===== src/rtl/e1_pm_pkg.sv =====
package e1_pm_pkg;

   localparam int N_ALARM = 7;

   localparam logic [7:0] ADR_FAS    = 8'h1A;
   localparam logic [7:0] ADR_ALM    = 8'h1B;
   localparam logic [7:0] ADR_BPV_HI = 8'h1C;
   localparam logic [7:0] ADR_BPV_LO = 8'h1D;
   localparam logic [7:0] ADR_CRC_HI = 8'h1E;
   localparam logic [7:0] ADR_CRC_LO = 8'h1F;

   typedef enum logic [2:0] {
      SEL_NONE,
      SEL_FAS,
      SEL_ALM,
      SEL_BPV_HI,
      SEL_BPV_LO,
      SEL_CRC_HI,
      SEL_CRC_LO
   } rsel_e;

   function automatic rsel_e addr_decode(input logic [7:0] a);
      case (a)
         ADR_FAS:    return SEL_FAS;
         ADR_ALM:    return SEL_ALM;
         ADR_BPV_HI: return SEL_BPV_HI;
         ADR_BPV_LO: return SEL_BPV_LO;
         ADR_CRC_HI: return SEL_CRC_HI;
         ADR_CRC_LO: return SEL_CRC_LO;
         default:    return SEL_NONE;
      endcase
   endfunction

endpackage


===== src/rtl/e1_sat_counter.sv =====
module e1_sat_counter #(
   parameter int W = 8
) (
   input  logic         clk,
   input  logic         rst,
   input  logic         clr,
   input  logic         inc,
   output logic [W-1:0] q
);
   localparam logic [W-1:0] TOP = '1;
   localparam logic [W-1:0] ONE = W'(1);

   always_ff @(posedge clk) begin
      if (rst)
         q <= '0;
      else if (clr)
         q <= inc ? ONE : '0;
      else if (inc && q != TOP)
         q <= q + ONE;
   end
endmodule


===== src/rtl/e1_alarm_latch.sv =====
module e1_alarm_latch #(
   parameter int N = 7
) (
   input  logic         clk,
   input  logic         rst,
   input  logic         clr,
   input  logic [N-1:0] set,
   output logic [N-1:0] q
);
   for (genvar i = 0; i < N; i++) begin : g_bit
      always_ff @(posedge clk) begin
         if (rst)
            q[i] <= 1'b0;
         else
            q[i] <= (q[i] & ~clr) | set[i];
      end
   end
endmodule


===== src/rtl/e1_split_reader.sv =====
module e1_split_reader #(
   parameter int W       = 16,
   parameter bit SNAP_EN = 1'b1
) (
   input  logic         clk,
   input  logic         rst,
   input  logic [W-1:0] cnt,
   input  logic         rd_hi,
   input  logic         rd_lo,
   input  logic         clr,
   output logic [7:0]   hi_byte,
   output logic [7:0]   lo_byte
);
   logic [15:0] ext;
   assign ext     = 16'(cnt);
   assign hi_byte = ext[15:8];

   if (SNAP_EN) begin : g_snap
      logic [7:0] snap_q;
      logic       armed_q;
      always_ff @(posedge clk) begin
         if (rst) begin
            snap_q  <= '0;
            armed_q <= 1'b0;
         end else if (clr) begin
            armed_q <= 1'b0;
         end else if (rd_hi) begin
            snap_q  <= ext[7:0];
            armed_q <= 1'b1;
         end else if (rd_lo) begin
            armed_q <= 1'b0;
         end
      end
      assign lo_byte = armed_q ? snap_q : ext[7:0];
   end else begin : g_live
      logic unused_ok;
      assign unused_ok = ^{clk, rst, rd_hi, rd_lo, clr};
      assign lo_byte   = ext[7:0];
   end
endmodule


===== src/rtl/e1_pm_regbank.sv =====
module e1_pm_regbank
   import e1_pm_pkg::*;
#(
   parameter int PAGE_W   = 4,
   parameter int MON_PAGE = 4,
   parameter int FAS_W    = 8,
   parameter int BPV_W    = 16,
   parameter int CRC_W    = 10,
   parameter bit SNAP_EN  = 1'b1
) (
   input  logic              clk,
   input  logic              rst,
   input  logic              ev_fas_err,
   input  logic              ev_bpv,
   input  logic              ev_crc_err,
   input  logic [6:0]        alarm_ev,
   input  logic              host_rd,
   input  logic              host_wr,
   input  logic [PAGE_W-1:0] host_page,
   input  logic [7:0]        host_addr,
   output logic [7:0]        host_rdata
);
   if (FAS_W < 1 || FAS_W > 8) begin : g_bad_fas
      $error("FAS_W must lie in 1..8");
   end
   if (BPV_W < 9 || BPV_W > 16) begin : g_bad_bpv
      $error("BPV_W must lie in 9..16");
   end
   if (CRC_W < 9 || CRC_W > 16) begin : g_bad_crc
      $error("CRC_W must lie in 9..16");
   end
   if (MON_PAGE < 0 || MON_PAGE >= (1 << PAGE_W)) begin : g_bad_page
      $error("MON_PAGE does not fit in PAGE_W bits");
   end

   localparam logic [PAGE_W-1:0] PAGE_ID = PAGE_W'(MON_PAGE);

   rsel_e sel;
   logic  rd_hit, wr_hit;
   logic  fas_clr, bpv_clr, crc_clr, latch_rd;

   assign sel      = (host_page == PAGE_ID) ? addr_decode(host_addr) : SEL_NONE;
   assign rd_hit   = host_rd && sel != SEL_NONE;
   assign wr_hit   = host_wr && sel != SEL_NONE;
   assign fas_clr  = wr_hit && sel == SEL_FAS;
   assign bpv_clr  = wr_hit && (sel == SEL_BPV_HI || sel == SEL_BPV_LO);
   assign crc_clr  = wr_hit && (sel == SEL_CRC_HI || sel == SEL_CRC_LO);
   assign latch_rd = rd_hit && sel == SEL_ALM;

   logic [FAS_W-1:0]   fas_cnt;
   logic [BPV_W-1:0]   bpv_cnt;
   logic [CRC_W-1:0]   crc_cnt;
   logic [N_ALARM-1:0] alarm_q;

   e1_sat_counter #(.W(FAS_W)) fas_ctr_i (
      .clk(clk), .rst(rst), .clr(fas_clr), .inc(ev_fas_err), .q(fas_cnt));
   e1_sat_counter #(.W(BPV_W)) bpv_ctr_i (
      .clk(clk), .rst(rst), .clr(bpv_clr), .inc(ev_bpv), .q(bpv_cnt));
   e1_sat_counter #(.W(CRC_W)) crc_ctr_i (
      .clk(clk), .rst(rst), .clr(crc_clr), .inc(ev_crc_err), .q(crc_cnt));

   e1_alarm_latch #(.N(N_ALARM)) alarm_i (
      .clk(clk), .rst(rst), .clr(latch_rd), .set(alarm_ev), .q(alarm_q));

   logic [7:0] bpv_hi, bpv_lo, crc_hi, crc_lo;

   e1_split_reader #(.W(BPV_W), .SNAP_EN(SNAP_EN)) bpv_rd_i (
      .clk(clk), .rst(rst), .cnt(bpv_cnt),
      .rd_hi(rd_hit && sel == SEL_BPV_HI), .rd_lo(rd_hit && sel == SEL_BPV_LO),
      .clr(bpv_clr), .hi_byte(bpv_hi), .lo_byte(bpv_lo));
   e1_split_reader #(.W(CRC_W), .SNAP_EN(SNAP_EN)) crc_rd_i (
      .clk(clk), .rst(rst), .cnt(crc_cnt),
      .rd_hi(rd_hit && sel == SEL_CRC_HI), .rd_lo(rd_hit && sel == SEL_CRC_LO),
      .clr(crc_clr), .hi_byte(crc_hi), .lo_byte(crc_lo));

   logic [7:0] rd_mux;
   always_comb begin
      case (sel)
         SEL_FAS:    rd_mux = 8'(fas_cnt);
         SEL_ALM:    rd_mux = {alarm_q, 1'b0};
         SEL_BPV_HI: rd_mux = bpv_hi;
         SEL_BPV_LO: rd_mux = bpv_lo;
         SEL_CRC_HI: rd_mux = crc_hi;
         SEL_CRC_LO: rd_mux = crc_lo;
         default:    rd_mux = 8'h00;
      endcase
   end

   always_ff @(posedge clk) begin
      if (rst)
         host_rdata <= 8'h00;
      else if (host_rd)
         host_rdata <= rd_mux;
   end
endmodule


===== config.mk =====
export PLATFORM = sky130hd
export DESIGN_NAME = e1_pm_regbank
export DESIGN_NICKNAME = d
export VERILOG_FILES = /design/src/rtl/e1_pm_pkg.sv /design/src/rtl/e1_sat_counter.sv /design/src/rtl/e1_alarm_latch.sv /design/src/rtl/e1_split_reader.sv /design/src/rtl/e1_pm_regbank.sv
export SDC_FILE = /design/constraint.sdc
export NUM_CORES = 1
export LEC_CHECK = 0
export BUFFER_PORTS_ARGS = -buffer_cell sky130_fd_sc_hd__buf_4
export CORE_MARGIN = 2
export CORE_UTILIZATION = 40
export CTS_CLUSTER_SIZE = 20
export DETAILED_ROUTE_END_ITERATION = 16
export SETUP_SLACK_MARGIN = 0.1
export SYNTH_ARGS = -nofsm -noshare
export SYNTH_HDL_FRONTEND = slang
export SYNTH_HIERARCHICAL = 1
export SYNTH_SLANG_ARGS = --single-unit

===== constraint.sdc =====
create_clock -name clk -period 3.1 [get_ports clk]
set_input_delay 0.62 -clock clk [delete_from_list [all_inputs] [get_ports clk]]
set_output_delay 0.62 -clock clk [all_outputs]
set_load 0.02 [all_outputs]

# [Word level (Yosys, flattened, before mapping)]
# Cells that the tools add are included.
[totals] wordCells=94 regBits=67
[op_classes] bitwise=17 addsub=3 n_eq_ne=16 muxes=18 reduce_logical=25
[ops] operator="8-bit by 5-bit equality test with 1-bit output, second input constant" count=6
[ops] operator="8-bit one-hot mux with 6 select lines" count=1
[ops] operator="16-bit 2-to-1 mux" count=2
[ops] operator="8-bit 2-to-1 mux" count=4
[ops] operator="10-bit 2-to-1 mux" count=2
[ops] operator="3-bit one-hot mux with 6 select lines" count=1
[ops] operator="16-bit by 1-bit adder with 16-bit output, second input constant" count=1
[ops] operator="16-bit != test, second input constant" count=1
[ops] operator="1-bit logical AND" count=13
[ops] operator="10-bit by 1-bit adder with 10-bit output, second input constant" count=1
[ops] operator="10-bit != test, second input constant" count=1
[ops] operator="2-bit nonzero test" count=5
[ops] operator="3-bit equality test, second input constant" count=3
[ops] operator="8-bit by 1-bit adder with 8-bit output, second input constant" count=1
[ops] operator="8-bit != test, second input constant" count=1
[ops] operator="1-bit AND" count=7
[ops] operator="1-bit 2-to-1 mux" count=7
[ops] operator="1-bit OR" count=7
[ops] operator="3-bit by 2-bit equality test with 1-bit output, second input constant" count=2
[ops] operator="4-bit by 3-bit equality test with 1-bit output, second input constant" count=1
[ops] operator="2-bit AND reduction" count=2
[ops] operator="2-bit OR reduction" count=2
[ops] operator="3-bit by 1-bit equality test with 1-bit output, second input constant" count=1
[ops] operator="3-bit 2-to-1 mux" count=1
[ops] operator="3 further kinds" count=6

# [Depth between registers and ports, before layout]
[depth] depth_word=9 mapped_depth=7

# [By module]
# The synthesis kept the hierarchy.
[modules_own_cells] module="e1_sat_counter at bpv_ctr_i" area_per_inst_um2=840.8 seq_area_each_um2=320.3 cells_each=99 n_inst=1
[modules_own_cells] module="e1_pm_regbank" area_per_inst_um2=782.0 seq_area_each_um2=160.2 cells_each=94 n_inst=1
[modules_own_cells] module="e1_split_reader at crc_rd_i" area_per_inst_um2=559.3 seq_area_each_um2=180.2 cells_each=56 n_inst=1
[modules_own_cells] module="e1_split_reader at bpv_rd_i" area_per_inst_um2=555.5 seq_area_each_um2=180.2 cells_each=55 n_inst=1
[modules_own_cells] module="e1_sat_counter at crc_ctr_i" area_per_inst_um2=511.7 seq_area_each_um2=200.2 cells_each=58 n_inst=1
[modules_own_cells] module="e1_sat_counter at fas_ctr_i" area_per_inst_um2=444.2 seq_area_each_um2=160.2 cells_each=53 n_inst=1
[modules_own_cells] module="e1_alarm_latch" area_per_inst_um2=245.2 seq_area_each_um2=140.1 cells_each=28 n_inst=1

# [Least setup slack after synthesis]
# No wires, ideal clock.
[synth_timing] kind="input port to flip-flop" start="input port host_addr[5]" end="register bpv_ctr_i.q[15]" setup_ps=130 path_buffers=1 arrival_time_ps=2453 stages=6 path_slack_ps=517 t_required_ps=2970 cell_sequence="nor4b_2 > nand3_1 > nor2_1 > or2_2 > dlygate4sd3_1 > a21oi_1"
[synth_via] elab_chain_cells=7 elab_cells_between_ends=16 classes_between="8 x eq/ne; 3 x mux; 5 x reduce/logical"
[synth_lines] element="start: declaration" line="e1_pm_regbank.sv:20" text="input logic [7:0] host_addr,"
[synth_lines] element="8-bit by 5-bit equality test with 1-bit output" line="e1_pm_pkg.sv:23" text="case (a)"
[synth_lines] element="3-bit one-hot mux with 6 select lines *" line="e1_pm_pkg.sv:23"
[synth_lines] element="3-bit 2-to-1 mux *" line="e1_pm_regbank.sv:42" text="assign sel = (host_page == PAGE_ID) ? addr_decode(host_addr) : SEL_NONE;"
[synth_lines] element="3-bit by 2-bit equality test with 1-bit output (tied with other cells)" line="e1_pm_regbank.sv:46" text="assign bpv_clr = wr_hit && (sel == SEL_BPV_HI || sel == SEL_BPV_LO);"
[synth_lines] element="1-bit logical OR / 1-bit logical AND (equally long branches)" line="e1_pm_regbank.sv:46, e1_pm_regbank.sv:44"
[synth_lines] element="1-bit logical AND *" line="e1_pm_regbank.sv:46"
[synth_lines] element="named net bpv_clr" line="e1_pm_regbank.sv:40" text="logic fas_clr, bpv_clr, crc_clr, latch_rd;"
[synth_lines] element="16-bit 2-to-1 mux / 2-bit nonzero test (equally long branches)"
[synth_lines] element="end signal: assignment" line="e1_sat_counter.sv:17" text="q <= inc ? ONE : '0;"
[synth_lines] element="end signal: assignment" line="e1_sat_counter.sv:19" text="q <= q + ONE;"
[synth_lines] element="end: declaration" line="e1_sat_counter.sv:8" text="output logic [W-1:0] q"
# The timed path passes the listed nets; every way through them passes the cells marked *.
# A chain may end at the register's enable or synchronous reset.

# [Worst setup path after layout]
[layout_timing] start="input port host_addr[5]" end="register alarm_i.q[2]"
[layout_via] elab_chain_cells=9 elab_cells_between_ends=15 classes_between="7 x eq/ne; 2 x mux; 3 x bitwise; 3 x reduce/logical"
[layout_lines] element="8-bit by 5-bit equality test with 1-bit output" line="e1_pm_pkg.sv:23"
[layout_lines] element="3-bit one-hot mux with 6 select lines *" line="e1_pm_pkg.sv:23"
[layout_lines] element="3-bit 2-to-1 mux *" line="e1_pm_regbank.sv:42"
[layout_lines] element="3-bit nonzero test" line="e1_pm_regbank.sv:43" text="assign rd_hit = host_rd && sel != SEL_NONE;"
[layout_lines] element="1-bit logical AND" line="e1_pm_regbank.sv:43"
[layout_lines] element="1-bit logical AND *" line="e1_pm_regbank.sv:48" text="assign latch_rd = rd_hit && sel == SEL_ALM;"
[layout_lines] element="named net latch_rd" line="e1_pm_regbank.sv:40"
[layout_lines] element="1-bit inverter *" line="e1_alarm_latch.sv:15" text="q[i] <= (q[i] & ~clr) | set[i];"
[layout_lines] element="1-bit AND *" line="e1_alarm_latch.sv:15"
[layout_lines] element="1-bit OR *" line="e1_alarm_latch.sv:15"
[layout_lines] element="end signal: indexed assignment" line="e1_alarm_latch.sv:15"
[layout_lines] element="end: declaration" line="e1_alarm_latch.sv:8" text="output logic [N-1:0] q"
# Marks and branches as above.

==> flow_summary_export.csv <==
group,metric,value,unit
outcome,status,"completed",
critical_path,cpMaxStageDelayCell,"nor3_1",
synth,ys_warn_count,6,
hold_path,hp-class,"flop to flop",
cells_and_area,area_delta_synth_final,12.4,%
global_route,grt_antenna_before_repair,0,
timing,period_needed,2030,ps
clock_network,cts_max_level,3,
die,pin_count,34,
drt,route.detailed.drc,0,
critical_path,cp_cell_sequence,"buf_4, nor4b_2, nand3_1, nor3_1, nand2b_1, a21oi_1",
global_route,grt_pass1_vias,3056,
global_route,grt_overflow_total,0,
critical_path,critPathLaunch,"host_addr[5]",
timing,fin_crit_sh,65.5,%
critical_path,cp-end-kind,"flop",
die,start_util,40.7,%
global_route,grt_max_degree,56,
hold_path,hold_start,"host_rdata[5]",
clock_network,cts_max_path_buffers,2,
clock_network,tritoncts,"built",
critical_path,cp_max_fo,7,
synth,synthFlopType,"dfxtp_1",
synth,syn_area_per_cell,8.89,um^2
timing,tightestPinTransition,598,ps
cells_and_area,final_util,45.7,%
critical_path,worstPathRequired,3320,ps
drt,drt_iter0_markers,141,
global_route,grtUsageTotal,18.5,%
placed_design,gp_congestion,0.844,
clock_network,insertion_delay,350,ps
critical_path,r2r-start,"bpv_ctr_i/q[0]",
synth,ys_seq_area_share,34.1,%
run,maxCapViolCount,0,
clock_network,numCtsBuffers,9,
drt,avgRoutedWirePerCell,15.8,um
critical_path,reg2reg_slack,1070,ps
die,die_w,103,um
critical_path,critPathKind,"input pin to flop",
timing,slew_headroom,59.8,%
synth,ys_ff_latch,67,
drt,avgViaCountPerCell,5.54,
clock_network,root_buffer,"clkbuf_8",
drt,wl,9560,um
die,chipHeight,103,um
synth,synth_cell_types,67,
critical_path,arrival,2250,ps
clock_network,clkTransAtPathRegs,80,ps
critical_path,cp_slowest_stage_delay,550,ps
global_route,grt_pass1_wl,15400,um
timing,maxSlewViolCount,0,
timing,setup_viol,0,
cells_and_area,nets,495,
power_and_ir_drop,power_density,417,nW/um^2
power_and_ir_drop,leakage,0.00163,uW
critical_path,cp-start-kind,"input pin",
synth,netlist_area,3940,um^2
timing,max_freq,492,MHz
critical_path,cp_top_family,"simple AND/OR/NAND/NOR gates",
clock_network,cts_resized,0,
die,rows,36,
die,die_area,10700,um^2
clock_network,post_cts_buffers,0,
synth,ys_async_sr_fraction,0,%
timing,hold_violations,0,
placed_design,place.port_buffers,33,
die,fp.coreArea,9680,um^2
drt,drt-pass1-iter-count,4,
synth,syn-instance-count,443,
placed_design,place_ws,711,ps
critical_path,cp_num_buf_inv,1,
timing,setup_ws,1070,ps
placed_design,dpl-instance-area,4200,um^2
power_and_ir_drop,vdd_drop_max,295,uV
timing,setup_tns,0,ps
synth,synth_edf_count,0,
timing,rsz0062_at_grt,"no",
cells_and_area,diodes,0,
clock_network,clkSinkCount,67,
cells_and_area,drive_gt1_share,20.0,%
drt,vias,3347,
timing,skew,9.93,ps
cells_and_area,stdcell_area,4430,um^2
clock_network,ctsHoldBuffers,0,
drt,ant_nets,0,
placed_design,dp_hpwl,6800,um
worst paths after layout:
path | endpoint | cells past startpoint
hold / removal | host_rdata[5] | 2
setup / recovery | alarm_i/q[2] | 6
hold reg to reg | host_rdata[5] | 2
setup reg to reg | bpv_ctr_i/q[8] | 5
Yosys cell counts (4+ instances only):
cell type  instances  area share (%)
dfxtp_1           67              34
o31ai_1            8             1.5
and4_1             7             1.6
mux2_2            16             4.6
o2bb2ai_1          5             1.1
o21ai_1           12             1.5
inv_1             19             1.8
nand2_1           24             2.3
buf_4             17             3.2
nor3_1             8             1.0
nand4bb_1         16             4.6
o21ai_2            4            0.89
nor2b_1            5            0.79
nand3_1           15             1.9
a211oi_1           4            0.76
or4_1              8             1.5
nor4_1             4            0.64
a31oi_1            9             1.4
nand4_1           10             1.6
nor2_1            22             2.1
buf_2              8             1.0
mux2i_1           21             5.3
a21oi_1           27             3.4
o21ai_0           14             1.8
a22oi_1            5            0.95
nand2b_1          26             4.1
through the flow:
| step | hold slack, ps | total power [uW] | std cells |
|---|---|---|---|
| 6_report | 451 | 1850 | 604 |
| 5_1_grt | 465 | 1920 | 604 |
| 4_1_cts | 451 | 1860 | 604 |
| 3_5_place_dp | 437 | 1030 | 588 |
| 3_3_place_gp | 434 | 1030 | 588 |
| 2_1_floorplan | 438 | 988 | 448 |
state kept, by name, summed over array words and instances (netlist names):
| signal | count |
|---|---|
| bpv_ctr_i/q | 16 |
| host_rdata | 8 |
| fas_ctr_i/q | 8 |
| crc_rd_i/g_snap.armed_q | 1 |
| crc_ctr_i/q | 10 |
| crc_rd_i/g_snap.snap_q | 8 |
| bpv_rd_i/g_snap.armed_q | 1 |
| alarm_i/q | 7 |
| bpv_rd_i/g_snap.snap_q | 8 |
cells by family after synthesis:
kind of cell | Yosys count | synth area share [%]
AOI/OAI and AO/OA | 107 | 17.9
xor gates and xnor gates | 3 | 0.667
adders and majority gates | 3 | 0.953
buffers and inverters | 51 | 7.31
DFF | 67 | 34.1
muxes | 38 | 10.5
other | 1 | 0.0952
and+or+nand+nor | 173 | 28.6
final cells by class:
| class | count | area [um^2] |
|---|---|---|
| Tap cell | 133 | 166 |
| Multi-Input combinational cell | 330 | 2330 |
| Clock inverter | 6 | 88.8 |
| Fill cell | 925 | 5260 |
| Clock buffer | 10 | 138 |
| Sequential cell | 67 | 1340 |
| Timing Repair Buffer | 39 | 293 |
| Inverter | 19 | 71.3 |
placed cells by master, fill, tap and decap left out, types with 3 or more instances in the layout:
master,synthesis,routed
and4_1,7,7
dfxtp_1,67,67
xnor2_1,3,3
nand2_1,24,24
nand4_1,10,10
nor3_1,8,8
nand2b_1,26,26
clkbuf_8,0,10
o21ai_0,14,14
o21ai_2,4,4
o31ai_1,8,8
ha_1,3,3
or4_1,8,8
inv_1,19,19
nand3_1,15,15
nor2b_1,5,5
nand4bb_1,16,16
nor2_1,22,22
a22oi_1,5,5
buf_4,17,39
mux2i_1,21,21
o21a_1,3,3
o2bb2ai_1,5,5
a31oi_1,9,9
a211oi_1,4,4
nand3b_1,3,3
or3_1,3,3
mux2_2,16,16
nor4_1,4,4
conb_1,1,6
o21ai_1,12,12
a21oi_1,27,27
routing by layer:
layer  vias to the layer above  track usage (%)  part of all wire (%)
li1                       1691                -                     -
met1                      1590             26.0                    49
met2                        57             28.6                    46
met3                         9             4.44                   3.6
met4                         0             4.96                  0.95
met5                         -                0                     0
worst reg2reg max path, delay by kind of cell, from the launching register on:
family                   cells  cell delay [ps]
AND/OR/NAND/NOR              3             1120
flip-flops                   1              430
adder cells (fa/ha/maj)      1              270
AO/OA/AOI/OAI                1              150
report_power, final:
part           total [uW]  internal (uW)  switching [uW]  leakage (uW)
registers             887            873            14.3      0.000543
logic                 126           61.3            65.0      0.000974
clock network         832            475             358      0.000108
total                1850           1410             437       0.00163
Power figures use the tool's default switching activity.
